<file path="src/rtl/pt_walker_pkg.sv">
package pt_walker_pkg;

    localparam int WORD_W  = 32;
    localparam int DOM_W   = 4;
    localparam int PERM_W  = 8;
    localparam int CB_W    = 2;
    localparam int TYPE_W  = 2;
    localparam int BASE_LO = 14;               // table base alignment
    localparam int SEC_W   = 20;               // section offset width
    localparam int LRG_W   = 16;               // large page offset width
    localparam int SML_W   = 12;               // small page offset width
    localparam int TNY_W   = 10;               // tiny page offset width

    typedef enum logic [2:0] {
        ST_IDLE,
        ST_L1_ISSUE,
        ST_L1_WAIT,
        ST_L2_ISSUE,
        ST_L2_WAIT,
        ST_FINISH
    } walk_state_e;

    typedef enum logic [TYPE_W-1:0] {
        L1_FAULT   = 2'b00,
        L1_COARSE  = 2'b01,
        L1_SECTION = 2'b10,
        L1_FINE    = 2'b11
    } l1_kind_e;

    typedef enum logic [TYPE_W-1:0] {
        L2_FAULT = 2'b00,
        L2_LARGE = 2'b01,
        L2_SMALL = 2'b10,
        L2_TINY  = 2'b11
    } l2_kind_e;

    typedef enum logic [1:0] {
        PG_SECTION = 2'd0,
        PG_LARGE   = 2'd1,
        PG_SMALL   = 2'd2,
        PG_TINY    = 2'd3
    } page_kind_e;

    typedef struct packed {
        logic              fault;
        page_kind_e        kind;
        logic [CB_W-1:0]   cb;
        logic [DOM_W-1:0]  domain;
        logic [PERM_W-1:0] perm;
        logic [WORD_W-1:0] pa;
    } walk_result_t;

endpackage

</file>
<file path="src/rtl/pt_l1_decode.sv">
module pt_l1_decode
    import pt_walker_pkg::*;
(
    input  logic [WORD_W-1:0] desc,
    input  logic [SEC_W-1:0]  va_low,
    input  logic              tiny_en,
    output logic              terminal,
    output walk_result_t      term_res,
    output logic [WORD_W-1:0] l2_addr
);

    logic unused_l1_bits;
    assign unused_l1_bits = ^{desc[9], desc[4]};

    always_comb begin
        term_res = '0;
        terminal = 1'b1;
        l2_addr  = '0;
        unique case (l1_kind_e'(desc[TYPE_W-1:0]))
            L1_FAULT: begin
                term_res.fault = 1'b1;
            end
            L1_SECTION: begin
                term_res.kind   = PG_SECTION;
                term_res.pa     = {desc[WORD_W-1:SEC_W], va_low};
                term_res.cb     = desc[3:2];
                term_res.domain = desc[8:5];
                term_res.perm   = {{(PERM_W-2){1'b0}}, desc[11:10]};
            end
            L1_COARSE: begin
                terminal = 1'b0;
                l2_addr  = {desc[WORD_W-1:10], va_low[SEC_W-1:12], 2'b00};
            end
            L1_FINE: begin
                if (tiny_en) begin
                    terminal = 1'b0;
                    l2_addr  = {desc[WORD_W-1:12], va_low[SEC_W-1:10], 2'b00};
                end else begin
                    term_res.fault = 1'b1;
                end
            end
        endcase
    end

endmodule

</file>
<file path="src/rtl/pt_l2_decode.sv">
module pt_l2_decode
    import pt_walker_pkg::*;
(
    input  logic [WORD_W-1:0] desc,
    input  logic [LRG_W-1:0]  va_low,
    input  logic [DOM_W-1:0]  l1_domain,
    output walk_result_t      res
);

    always_comb begin
        res        = '0;
        res.cb     = desc[3:2];
        res.domain = l1_domain;
        unique case (l2_kind_e'(desc[TYPE_W-1:0]))
            L2_FAULT: begin
                res = '0;
                res.fault = 1'b1;
            end
            L2_LARGE: begin
                res.kind = PG_LARGE;
                res.pa   = {desc[WORD_W-1:LRG_W], va_low};
                res.perm = desc[11:4];
            end
            L2_SMALL: begin
                res.kind = PG_SMALL;
                res.pa   = {desc[WORD_W-1:SML_W], va_low[SML_W-1:0]};
                res.perm = desc[11:4];
            end
            L2_TINY: begin
                res.kind = PG_TINY;
                res.pa   = {desc[WORD_W-1:TNY_W], va_low[TNY_W-1:0]};
                res.perm = {{(PERM_W-2){1'b0}}, desc[5:4]};
            end
        endcase
    end

endmodule

</file>
<file path="src/rtl/pt_walk_ctrl.sv">
module pt_walk_ctrl
    import pt_walker_pkg::*;
(
    input  logic clk,
    input  logic rst_n,
    input  logic req_valid,
    input  logic rd_valid,
    input  logic l1_terminal,
    output logic req_ready,
    output logic rd_req,
    output logic done,
    output logic accept,
    output logic l1_take,
    output logic l2_take
);

    walk_state_e state_q, state_d;

    always_ff @(posedge clk) begin
        if (!rst_n) state_q <= ST_IDLE;
        else        state_q <= state_d;
    end

    always_comb begin
        state_d = state_q;
        unique case (state_q)
            ST_IDLE:     if (req_valid) state_d = ST_L1_ISSUE;
            ST_L1_ISSUE: state_d = ST_L1_WAIT;
            ST_L1_WAIT:  if (rd_valid) state_d = l1_terminal ? ST_FINISH : ST_L2_ISSUE;
            ST_L2_ISSUE: state_d = ST_L2_WAIT;
            ST_L2_WAIT:  if (rd_valid) state_d = ST_FINISH;
            ST_FINISH:   state_d = ST_IDLE;
            default:     state_d = ST_IDLE;
        endcase
    end

    always_comb begin
        req_ready = (state_q == ST_IDLE);
        rd_req    = (state_q == ST_L1_ISSUE) || (state_q == ST_L2_ISSUE);
        done      = (state_q == ST_FINISH);
        accept    = req_ready && req_valid;
        l1_take   = (state_q == ST_L1_WAIT) && rd_valid;
        l2_take   = (state_q == ST_L2_WAIT) && rd_valid;
    end

endmodule

</file>
<file path="src/rtl/pt_walker.sv">
module pt_walker
    import pt_walker_pkg::*;
(
    input  logic        clk,
    input  logic        rst_n,
    input  logic        req_valid,
    output logic        req_ready,
    input  logic [31:0] req_vaddr,
    input  logic [31:0] req_table_base,
    input  logic        req_tiny_en,
    output logic        mem_rd_req,
    output logic [31:0] mem_rd_addr,
    input  logic        mem_rd_valid,
    input  logic [31:0] mem_rd_data,
    output logic        done,
    output logic        fault,
    output logic [1:0]  page_kind,
    output logic [31:0] phys_addr,
    output logic [1:0]  cache_bits,
    output logic [3:0]  domain,
    output logic [7:0]  perm
);

    logic              accept, l1_take, l2_take;
    logic              l1_terminal;
    logic [SEC_W-1:0]  va_q;
    logic              tiny_q;
    logic [WORD_W-1:0] addr_q;
    logic [DOM_W-1:0]  dom_q;
    walk_result_t      res_q, l1_res, l2_res;
    logic [WORD_W-1:0] l2_addr;

    logic unused_base;
    assign unused_base = ^req_table_base[BASE_LO-1:0];

    pt_walk_ctrl u_ctrl (
        .clk        (clk),
        .rst_n      (rst_n),
        .req_valid  (req_valid),
        .rd_valid   (mem_rd_valid),
        .l1_terminal(l1_terminal),
        .req_ready  (req_ready),
        .rd_req     (mem_rd_req),
        .done       (done),
        .accept     (accept),
        .l1_take    (l1_take),
        .l2_take    (l2_take)
    );

    pt_l1_decode u_l1 (
        .desc    (mem_rd_data),
        .va_low  (va_q),
        .tiny_en (tiny_q),
        .terminal(l1_terminal),
        .term_res(l1_res),
        .l2_addr (l2_addr)
    );

    pt_l2_decode u_l2 (
        .desc     (mem_rd_data),
        .va_low   (va_q[LRG_W-1:0]),
        .l1_domain(dom_q),
        .res      (l2_res)
    );

    always_ff @(posedge clk) begin
        if (!rst_n) begin
            va_q   <= '0;
            tiny_q <= 1'b0;
            addr_q <= '0;
            dom_q  <= '0;
            res_q  <= '0;
        end else begin
            if (accept) begin
                va_q   <= req_vaddr[SEC_W-1:0];
                tiny_q <= req_tiny_en;
                addr_q <= {req_table_base[WORD_W-1:BASE_LO],
                           req_vaddr[WORD_W-1:SEC_W], 2'b00};
            end
            if (l1_take) begin
                dom_q <= mem_rd_data[8:5];
                if (l1_terminal) res_q  <= l1_res;
                else             addr_q <= l2_addr;
            end
            if (l2_take) res_q <= l2_res;
        end
    end

    assign mem_rd_addr = addr_q;
    assign fault       = res_q.fault;
    assign page_kind   = res_q.kind;
    assign phys_addr   = res_q.pa;
    assign cache_bits  = res_q.cb;
    assign domain      = res_q.domain;
    assign perm        = res_q.perm;

endmodule

</file>
<file path="config.mk">
export PLATFORM = sky130hd
export DESIGN_NAME = pt_walker
export DESIGN_NICKNAME = d
export VERILOG_FILES = /design/src/rtl/pt_walker_pkg.sv /design/src/rtl/pt_l1_decode.sv /design/src/rtl/pt_l2_decode.sv /design/src/rtl/pt_walk_ctrl.sv /design/src/rtl/pt_walker.sv
export SDC_FILE = /design/constraint.sdc
export NUM_CORES = 1
export LEC_CHECK = 0
export BUFFER_PORTS_ARGS = -buffer_cell sky130_fd_sc_hd__buf_4
export CAP_MARGIN = 40
export CORE_ASPECT_RATIO = 0.75
export CORE_UTILIZATION = 49
export DETAILED_ROUTE_END_ITERATION = 6
export HOLD_SLACK_MARGIN = 0.12
export PLACE_DENSITY = 0.8
export SYNTH_ARGS = -nofsm -noshare
export SYNTH_HDL_FRONTEND = slang
export SYNTH_SLANG_ARGS = --single-unit
</file>
<file path="constraint.sdc">
create_clock -name clk -period 2 [get_ports clk]
set_clock_uncertainty 0.1 [all_clocks]
set_input_delay 0.2 -clock clk [delete_from_list [all_inputs] [get_ports clk]]
set_output_delay 0.2 -clock clk [all_outputs]
set_load 0.01 [all_outputs]
</file>
==> results of run 1 <==
-- state kept, by name, summed over array words and instances, names as in the netlist, 3 cells and up --
register and flops:
mem_rd_addr 32, phys_addr 32, va_q 20, perm 8, dom_q 4, domain 4, u_ctrl.state_q 3
-- layer usage --
| layer | track usage [%] | vias up | wire length (um) |
|---|---|---|---|
| met5 | 0 | - | 0 |
| met4 | 7.11 | 0 | 161 |
| met3 | 5.85 | 20 | 1170 |
| met2 | 50.5 | 257 | 7250 |
| met1 | 40.3 | 2399 | 6900 |
| li1 | - | 2376 | - |
-- through the flow --
stage	setup slack, ns	utilization (%)	power (mW)	cells
after floorplan	0.210	-	2.84	544
after global placement	0.0900	67.6	3.22	827
after detailed placement	0.0749	67.6	3.25	827
after CTS	0.111	77.6	5.20	903
after global routing	0.00945	77.6	5.40	903
final	0.0952	77.6	5.19	903
-- power breakdown --
group | leakage, nW | switching, mW | internal [mW]
registers | 0.887 | 0.0919 | 2.28
clock network | 0.152 | 0.868 | 1.01
logic | 2.22 | 0.451 | 0.486
-- how the worst max path moves through the flow --
stage / start / end / slack (ns) / depth (start not counted)
finish: u_ctrl.state_q[1] / phys_addr[13] / 0.1 / 5
global route: u_ctrl.state_q[1] / phys_addr[14] / 0.009 / 5
CTS: u_ctrl.state_q[2] / va_q[16] / 0.11 / 4
detailed placement: mem_rd_data[0] / phys_addr[20] / 0.07 / 7
global placement: mem_rd_data[0] / phys_addr[29] / 0.09 / 7
floorplan: mem_rd_data[1] / phys_addr[21] / 0.21 / 8
-- cell usage in the layout (no fill, tap or decap), drive strengths merged, types with 2 or more instances in the layout --
cell type    count
nor3b            4
a221oi          12
o21ai           21
nand4bb          2
a221o            6
and3            27
and2             2
mux2i            5
clkbuf           9
o21a            19
a31oi            5
o211a            4
a22o            22
a21boi          29
and4             2
inv              6
buf            201
a32oi            5
clkinv           3
dlygate4sd3     60
nor2b            7
ha               6
dfxtp          109
a22oi            5
and4bb           2
nand2          125
nand3           14
a21oi           21
nand4b           2
nor2            21
nor3             9
-- critical path: cells and delay by family, from the launching register on --
kind                   cells  cell delay [ns]
AOI/OAI and AO/OA          1             0.21
buffers and inverters      1             0.20
DFF                        1             0.41
and+or+nand+nor            3             0.92
-- cell type report --
type / count / area [um2]
Fill cell: 681 / 2070
Inverter: 4 / 15.0
Clock buffer: 9 / 225
Tap cell: 128 / 160
Multi-Input combinational cell: 385 / 2320
Clock inverter: 7 / 93.8
Timing Repair Buffer: 261 / 2170
Sequential cell: 109 / 2180
-- cells by family after synthesis --
group,after synthesis,synth area share (%)
compound gates,150,23.0
fa+ha+maj,6,1.58
buf+inv,50,5.65
flops,109,45.8
mux,6,1.37
simple gates,223,22.5
==> impl_metrics.tcl, run 1 <==
set metrics [dict create \
    worst_slew_pin_slew_ns 0.658 \
    wl_per_cell_um 17.1 \
    cpPeakStageDelay_ns 0.56 \
    worstHoldStart "req_table_base[20]" \
    antenna_cells 0 \
    p_leak_nw 3.25 \
    dp_hpwl_um 10200 \
    crit_slowest_cell "nor3_1" \
    ant_nets 0 \
    arrival_ns 2.08 \
    seq_area_frac_synth_pct 45.8 \
    ctsResizeCount 0 \
    track_usage_pct 30.2 \
    layout.nets 877 \
    worst_setup_path_start_kind "flop" \
    fin_crit_sh_pct 95.2 \
    max-vdd-ir-drop_mv 0.475 \
    hold_depth 4 \
    fin_setup_tns_ns 0 \
    area_delta_synth_final_pct 50.6 \
    p_per_area_nw_per_um2 724 \
    critical_path_class "reg -> reg" \
    drive_gt1_share_pct 29.4 \
    clk_pin_slew_ns 0.07 \
    status "finished clean" \
    place_area_um2 6250 \
    num_rows 30 \
    r2r-end "phys_addr[13]" \
    drv_cap 0 \
    die_h_um 87.4 \
    core_um2 9230 \
    die_w_um 116 \
    timing.fmax_ghz 0.525 \
    path_cells "nand4bb_1, buf_4, nor3_1, a221oi_1, nor2_1" \
    cts_buffer_depth 2 \
    final_hold_viol_count 0 \
    viasPerCell 5.59 \
    timing.rr.start "u_ctrl.state_q[1]" \
    crit_path_end_kind "flop" \
    max-slew-margin-rel_pct 55.8 \
    ys.flop_type "dfxtp_1" \
    cts_sinks 109 \
    cp_max_fo 10 \
    synth_top_area_share_pct 45.8 \
    r2r_slack_ns 0.1 \
    synth_enable_flop_cells 0 \
    cts_tree "yes" \
    synth_top_area_cell "dfxtp_1" \
    grt_antenna_before_repair 0 \
    drt-pass1-iter-count 6 \
    required_ns 2.18 \
    dieArea_um2 10100 \
    whs_endpoint "mem_rd_addr[20]" \
    netlist_area_um2 4760 \
    fin_area_um2 7170 \
    final-setup-viol-count 0 \
    start_util_pct 51.5 \
    hold_buffers 60 \
    cts_root_buf "clkbuf_16" \
    rr_worst_depth 5 \
    synthesis.nets 651 \
    finalWorstPathRequiredPeriod_ns 1.90 \
    globalplace.congestion 0.979 \
    synth_cell_type_count 46 \
    hold_ws_ns 0.128 \
    async_flop_share_pct 0 \
    syn_area_per_cell_um2 8.75 \
    postCtsSetupBuffers 0 \
    wirelength_um 15500 \
    portBuffers 170 \
    yosysMostFrequentCell "nand2_1" \
    rsz0062_at_grt "false" \
    dr_total_vias 5052 \
    yosys_warnings 0 \
    grt_pass1_vias 4622 \
    clk_latency_ns 0.34 \
    first_iter_violations 396 \
    numCtsBuffers 9 \
    synth_cells 544 \
    grt_max_degree 52 \
    drc 0 \
    cts.htree.levels 3 \
    yosys-top-cells-area "dfxtp_1 (46%), nand2_1 (9.9%), a21boi_0 (4.6%), a22o_1 (4.0%), and3_1 (3.5%)" \
    io_pins 185 \
    drv_slew 0 \
    synthTopCellsByCount "nand2_1 (125), dfxtp_1 (109), a21boi_0 (29)" \
    synth-seq-cells 109 \
    hp-class "in -> reg" \
    grt_first_pass_wirelength_um 23500 \
    overflow 0 \
]
Power figures use the tool's default switching activity.
==> run 2: changes to the inputs <==
- REMOVE_ABC_BUFFERS: default -> 1
==> impl_metrics.tcl, run 2 (same netlist as run 1, synthesis figures left out) <==
set metrics [dict create \
    cts_sinks 109 \
    cts_root_buf "clkbuf_16" \
    cts_buffer_depth 2 \
    arrival_ns 2.08 \
    top_layer "met4" \
    final_common_cell "buf_4" \
    core_um2 9230 \
    postCtsSetupBuffers 0 \
    grt_pass1_vias 4640 \
    required_ns 2.19 \
    met3RoutedLength_um 942 \
    io_pins 185 \
    max-vdd-ir-drop_mv 0.576 \
    viasPerCell 5.44 \
    critical_path_class "reg -> reg" \
    wirelength_um 14900 \
    clk_latency_ns 0.34 \
    worst_setup_path_start_kind "flop" \
    die_w_um 116 \
    combPwrFrac_pct 18.8 \
    seq_power_share_pct 46.6 \
    drv_slew 0 \
    track_usage_pct 29.7 \
    dr_wl_met2_um 7100 \
    final_cells 909 \
    layout.nets 883 \
    rsz0062_at_grt "false" \
    first_iter_violations 422 \
    mostFrequentLayoutCells "buf_4 (192), nand2_1 (125), dfxtp_1 (109)" \
    globalplace.congestion 0.894 \
    p_per_area_nw_per_um2 706 \
    grt_antenna_before_repair 0 \
    dr_total_vias 4945 \
    area_delta_synth_final_pct 51.3 \
    drc 0 \
    fin_crit_sh_pct 94.8 \
    dieArea_um2 10100 \
    hold_ws_ns 0.135 \
    antenna_cells 0 \
    numCtsBuffers 9 \
    hp-class "in -> reg" \
    cts.htree.levels 3 \
    overflow 0 \
    p_leak_nw 3.26 \
    p_switching_mw 1.33 \
    drt-pass1-iter-count 5 \
    status "finished clean" \
    portBuffers 170 \
    wl_per_cell_um 16.4 \
    grt_max_degree 48 \
    worst_slew_pin_slew_ns 0.714 \
    die_h_um 87.4 \
    final-setup-viol-count 0 \
    num_rows 30 \
    clk_pin_slew_ns 0.07 \
    p_total_mw 5.08 \
    ant_nets 0 \
    swShare_pct 26.2 \
    max-slew-margin-rel_pct 52.2 \
    drive_gt1_share_pct 28.4 \
    crit_path_end_kind "flop" \
    place_inst 822 \
    drv_cap 0 \
    cts_tree "yes" \
    clkPwrFrac_pct 34.6 \
    timing.fmax_ghz 0.527 \
    final_hold_viol_count 0 \
    wl_met1_um 6670 \
    ctsResizeCount 0 \
    finalWorstPathRequiredPeriod_ns 1.90 \
    grt_first_pass_wirelength_um 23000 \
    start_util_pct 51.5 \
    dp_hpwl_um 9680 \
    cp_max_fo 12 \
    internal_power_mw 3.75 \
]
-- run 2: cell count changes in the layout (fill, tap and decap cells not counted), sizes merged --
cell,change
dlygate4sd3,+11
buf,-5
inv,-2
clkbuf,+1
clkinvlp,+1
-- run 2: power groups by stage --
stage,sequential [mW],clock [mW],combinational [mW]
2_1_floorplan,2.44,0,0.340
3_3_place_gp,2.41,0,0.803
3_5_place_dp,2.41,0,0.825
4_1_cts,2.36,1.79,0.941
5_1_grt,2.38,1.88,1.04
6_report,2.37,1.76,0.956
-- run 2: worst paths after layout --
| path | start | slack, ns | cells past startpoint | end |
|---|---|---|---|---|
| max | u_ctrl.state_q[1] | 0.10 | 4 | phys_addr[28] |
| min | req_vaddr[25] | 0.13 | 4 | mem_rd_addr[7] |
| max reg2reg | u_ctrl.state_q[1] | 0.10 | 4 | phys_addr[28] |
| min reg2reg | va_q[5] | 0.36 | 2 | va_q[5] |
-- run 2: what timing repair did --
action | 4_1_cts | 5_1_grt
endpoints found under the setup margin | 0 | 0
hold buffers | 71 | 0
endpoints found under the hold margin | 87 | 0
-- run 2: area by class of cell --
| cell class | count | area (um2) |
|---|---|---|
| Multi-Input combinational cell | 385 | 2320 |
| Timing Repair Buffer | 267 | 2230 |
| Sequential cell | 109 | 2180 |
| Fill cell | 634 | 2030 |
| Clock buffer | 10 | 229 |
| Tap cell | 128 | 160 |
| Clock inverter | 6 | 63.8 |
| Inverter | 4 | 15.0 |
-- run 2: critical path, cell delays in order (launching register included) --
cell       delay, ns
dfxtp_1         0.35
nand4bb_1       0.27
nor3_2          0.40
o21a_1          0.48
a22o_1          0.22
-- run 2: metal layers --
metal,vias up,global-route usage (%)
met2,199,50.2
met3,16,5.71
met5,-,0
met4,0,9.32
li1,2382,-
met1,2348,38.2
-- run 2: per-stage QoR --
step	utilization [%]	worst slack (ns)	area, um2	setup TNS, ns
6_report	78.0	0.104	7200	0
3_3_place_gp	67.1	0.0656	6200	0
3_5_place_dp	67.1	-0.00127	6200	-0.00127
4_1_cts	78.0	0.106	7200	0
5_1_grt	78.0	0.0244	7200	0
2_1_floorplan	-	-1.12	4510	-61.12
==> run 3: changes to the inputs <==
- CORE_UTILIZATION: 49 -> 40
- PLACE_DENSITY: 0.8 -> 0.68
==> impl_metrics.tcl, run 3 (same netlist as run 1, synthesis figures left out) <==
set metrics [dict create \
    status "finished clean" \
    cp_max_fo 8 \
    p_total_mw 5.03 \
    io_pins 185 \
    first_iter_violations 281 \
    track_usage_pct 23.9 \
    grt_first_pass_wirelength_um 22800 \
    crit_slowest_cell "mux2i_1" \
    ant_nets 0 \
    drv_cap 0 \
    swShare_pct 26.9 \
    hold_depth 4 \
    rsz0062_at_grt "false" \
    arrival_ns 2.01 \
    fin_crit_sh_pct 91.3 \
    cts_root_buf "clkbuf_16" \
    seq_power_share_pct 47.0 \
    worst_setup_path_start_kind "flop" \
    hp-class "in -> reg" \
    globalplace.congestion 0.833 \
    clk_pin_slew_ns 0.07 \
    portBuffers 170 \
    die_h_um 96.5 \
    clk_latency_ns 0.35 \
    grt_antenna_before_repair 0 \
    mostFrequentLayoutCells "buf_4 (194), nand2_1 (125), dfxtp_1 (109)" \
    clkPwrFrac_pct 33.9 \
    numCtsBuffers 9 \
    core_um2 11600 \
    grt_max_degree 52 \
    rr_worst_depth 4 \
    crit_family "simple AND/OR/NAND/NOR gates" \
    cts_sinks 109 \
    path_cells "and4bb_1, mux2i_1, a221oi_1, nor2_1" \
    viasPerCell 5.12 \
    cts.htree.levels 3 \
    drt-pass1-iter-count 5 \
    path_depth 4 \
    antenna_cells 0 \
    max-vdd-ir-drop_mv 0.480 \
    layout.nets 890 \
    start_util_pct 41.1 \
    final_common_cell "buf_4" \
    cpPeakStageDelay_ns 0.49 \
    area_delta_synth_final_pct 53.3 \
    drv_slew 0 \
    finalWorstPathRequiredPeriod_ns 1.83 \
    cts_tree "yes" \
    fin_area_um2 7300 \
    final-setup-viol-count 0 \
    grt_pass1_vias 4507 \
    max-slew-margin-rel_pct 63.9 \
    hold_ws_ns 0.125 \
    combPwrFrac_pct 19.2 \
    dieArea_um2 12300 \
    drc 0 \
    overflow 0 \
    die_w_um 128 \
    required_ns 2.18 \
    p_switching_mw 1.35 \
    crit_path_end_kind "flop" \
    final_hold_viol_count 0 \
    drive_gt1_share_pct 28.4 \
    num_rows 34 \
    wirelength_um 15000 \
    cts_buffer_depth 2 \
    wl_per_cell_um 15.8 \
    critical_path_class "reg -> reg" \
    dr_total_vias 4860 \
    dp_hpwl_um 9800 \
    crit_buf_inv 0 \
    worst_slew_pin_slew_ns 0.541 \
    p_leak_nw 3.28 \
    internal_power_mw 3.68 \
    fillerInstances 986 \
    timing.fmax_ghz 0.548 \
    place_area_um2 6250 \
    p_per_area_nw_per_um2 690 \
]
run 3: worst paths after layout:
check | from | slack, ns | end
setup / recovery | u_ctrl.state_q[2] | 0.17 | phys_addr[13]
hold / removal | req_table_base[19] | 0.12 | mem_rd_addr[19]
setup reg to reg | u_ctrl.state_q[2] | 0.17 | phys_addr[13]
hold reg to reg | va_q[1] | 0.36 | va_q[1]
run 3: repair_timing:
| item | CTS | global route |
|---|---|---|
| gates resized for setup | 0 | 1 |
| hold buffers | 76 | 0 |
| endpoints found under the hold margin | 91 | 0 |
| buffers inserted | 0 | 0 |
| endpoints found under the setup margin | 0 | 4 |
run 3: layer usage:
metal | track usage [%] | routed length [um] | vias to the layer above
met2 | 41.2 | 7130 | 174
li1 | - | - | 2393
met4 | 8.82 | 270 | 0
met3 | 6.06 | 1090 | 23
met1 | 29.2 | 6530 | 2270
met5 | 0 | 0 | -
run 3: per-stage QoR:
stage	util, %	worst slack, ns	std cells	setup TNS (ns)
CTS	63.0	0.155	950	0
finish	63.1	0.174	950	0
global placement	54.0	0.0968	858	0
global route	63.1	0.0473	950	0
floorplan	-	-1.12	498	-61.12
detailed placement	54.0	0.0184	858	0
run 3: worst register-to-register path, cell delays in order, from the launching register on:
cell      delay (ns)
dfxtp_1         0.42
and4bb_1        0.47
mux2i_1         0.49
a221oi_1        0.16
nor2_1          0.12
run 3: layout make-up:
type / instances / area [um2] / share of cell area [%]
multi-input cells: 385 / 2320 / 31.8
repair buffers: 274 / 2300 / 31.5
flip-flops and latches: 109 / 2180 / 29.9
clock buffers: 12 / 246 / 3.38
well taps: 162 / 203 / 2.78
clock inverters: 4 / 32.5 / 0.446
inverters: 4 / 15.0 / 0.206
run 3: power by group through the flow:
stage	Combinational (mW)	Sequential, mW	Clock [mW]
2_1_floorplan	0.340	2.44	0
3_3_place_gp	0.827	2.41	0
3_5_place_dp	0.840	2.41	0
4_1_cts	0.961	2.36	1.75
5_1_grt	1.05	2.38	1.84
6_report	0.965	2.36	1.70
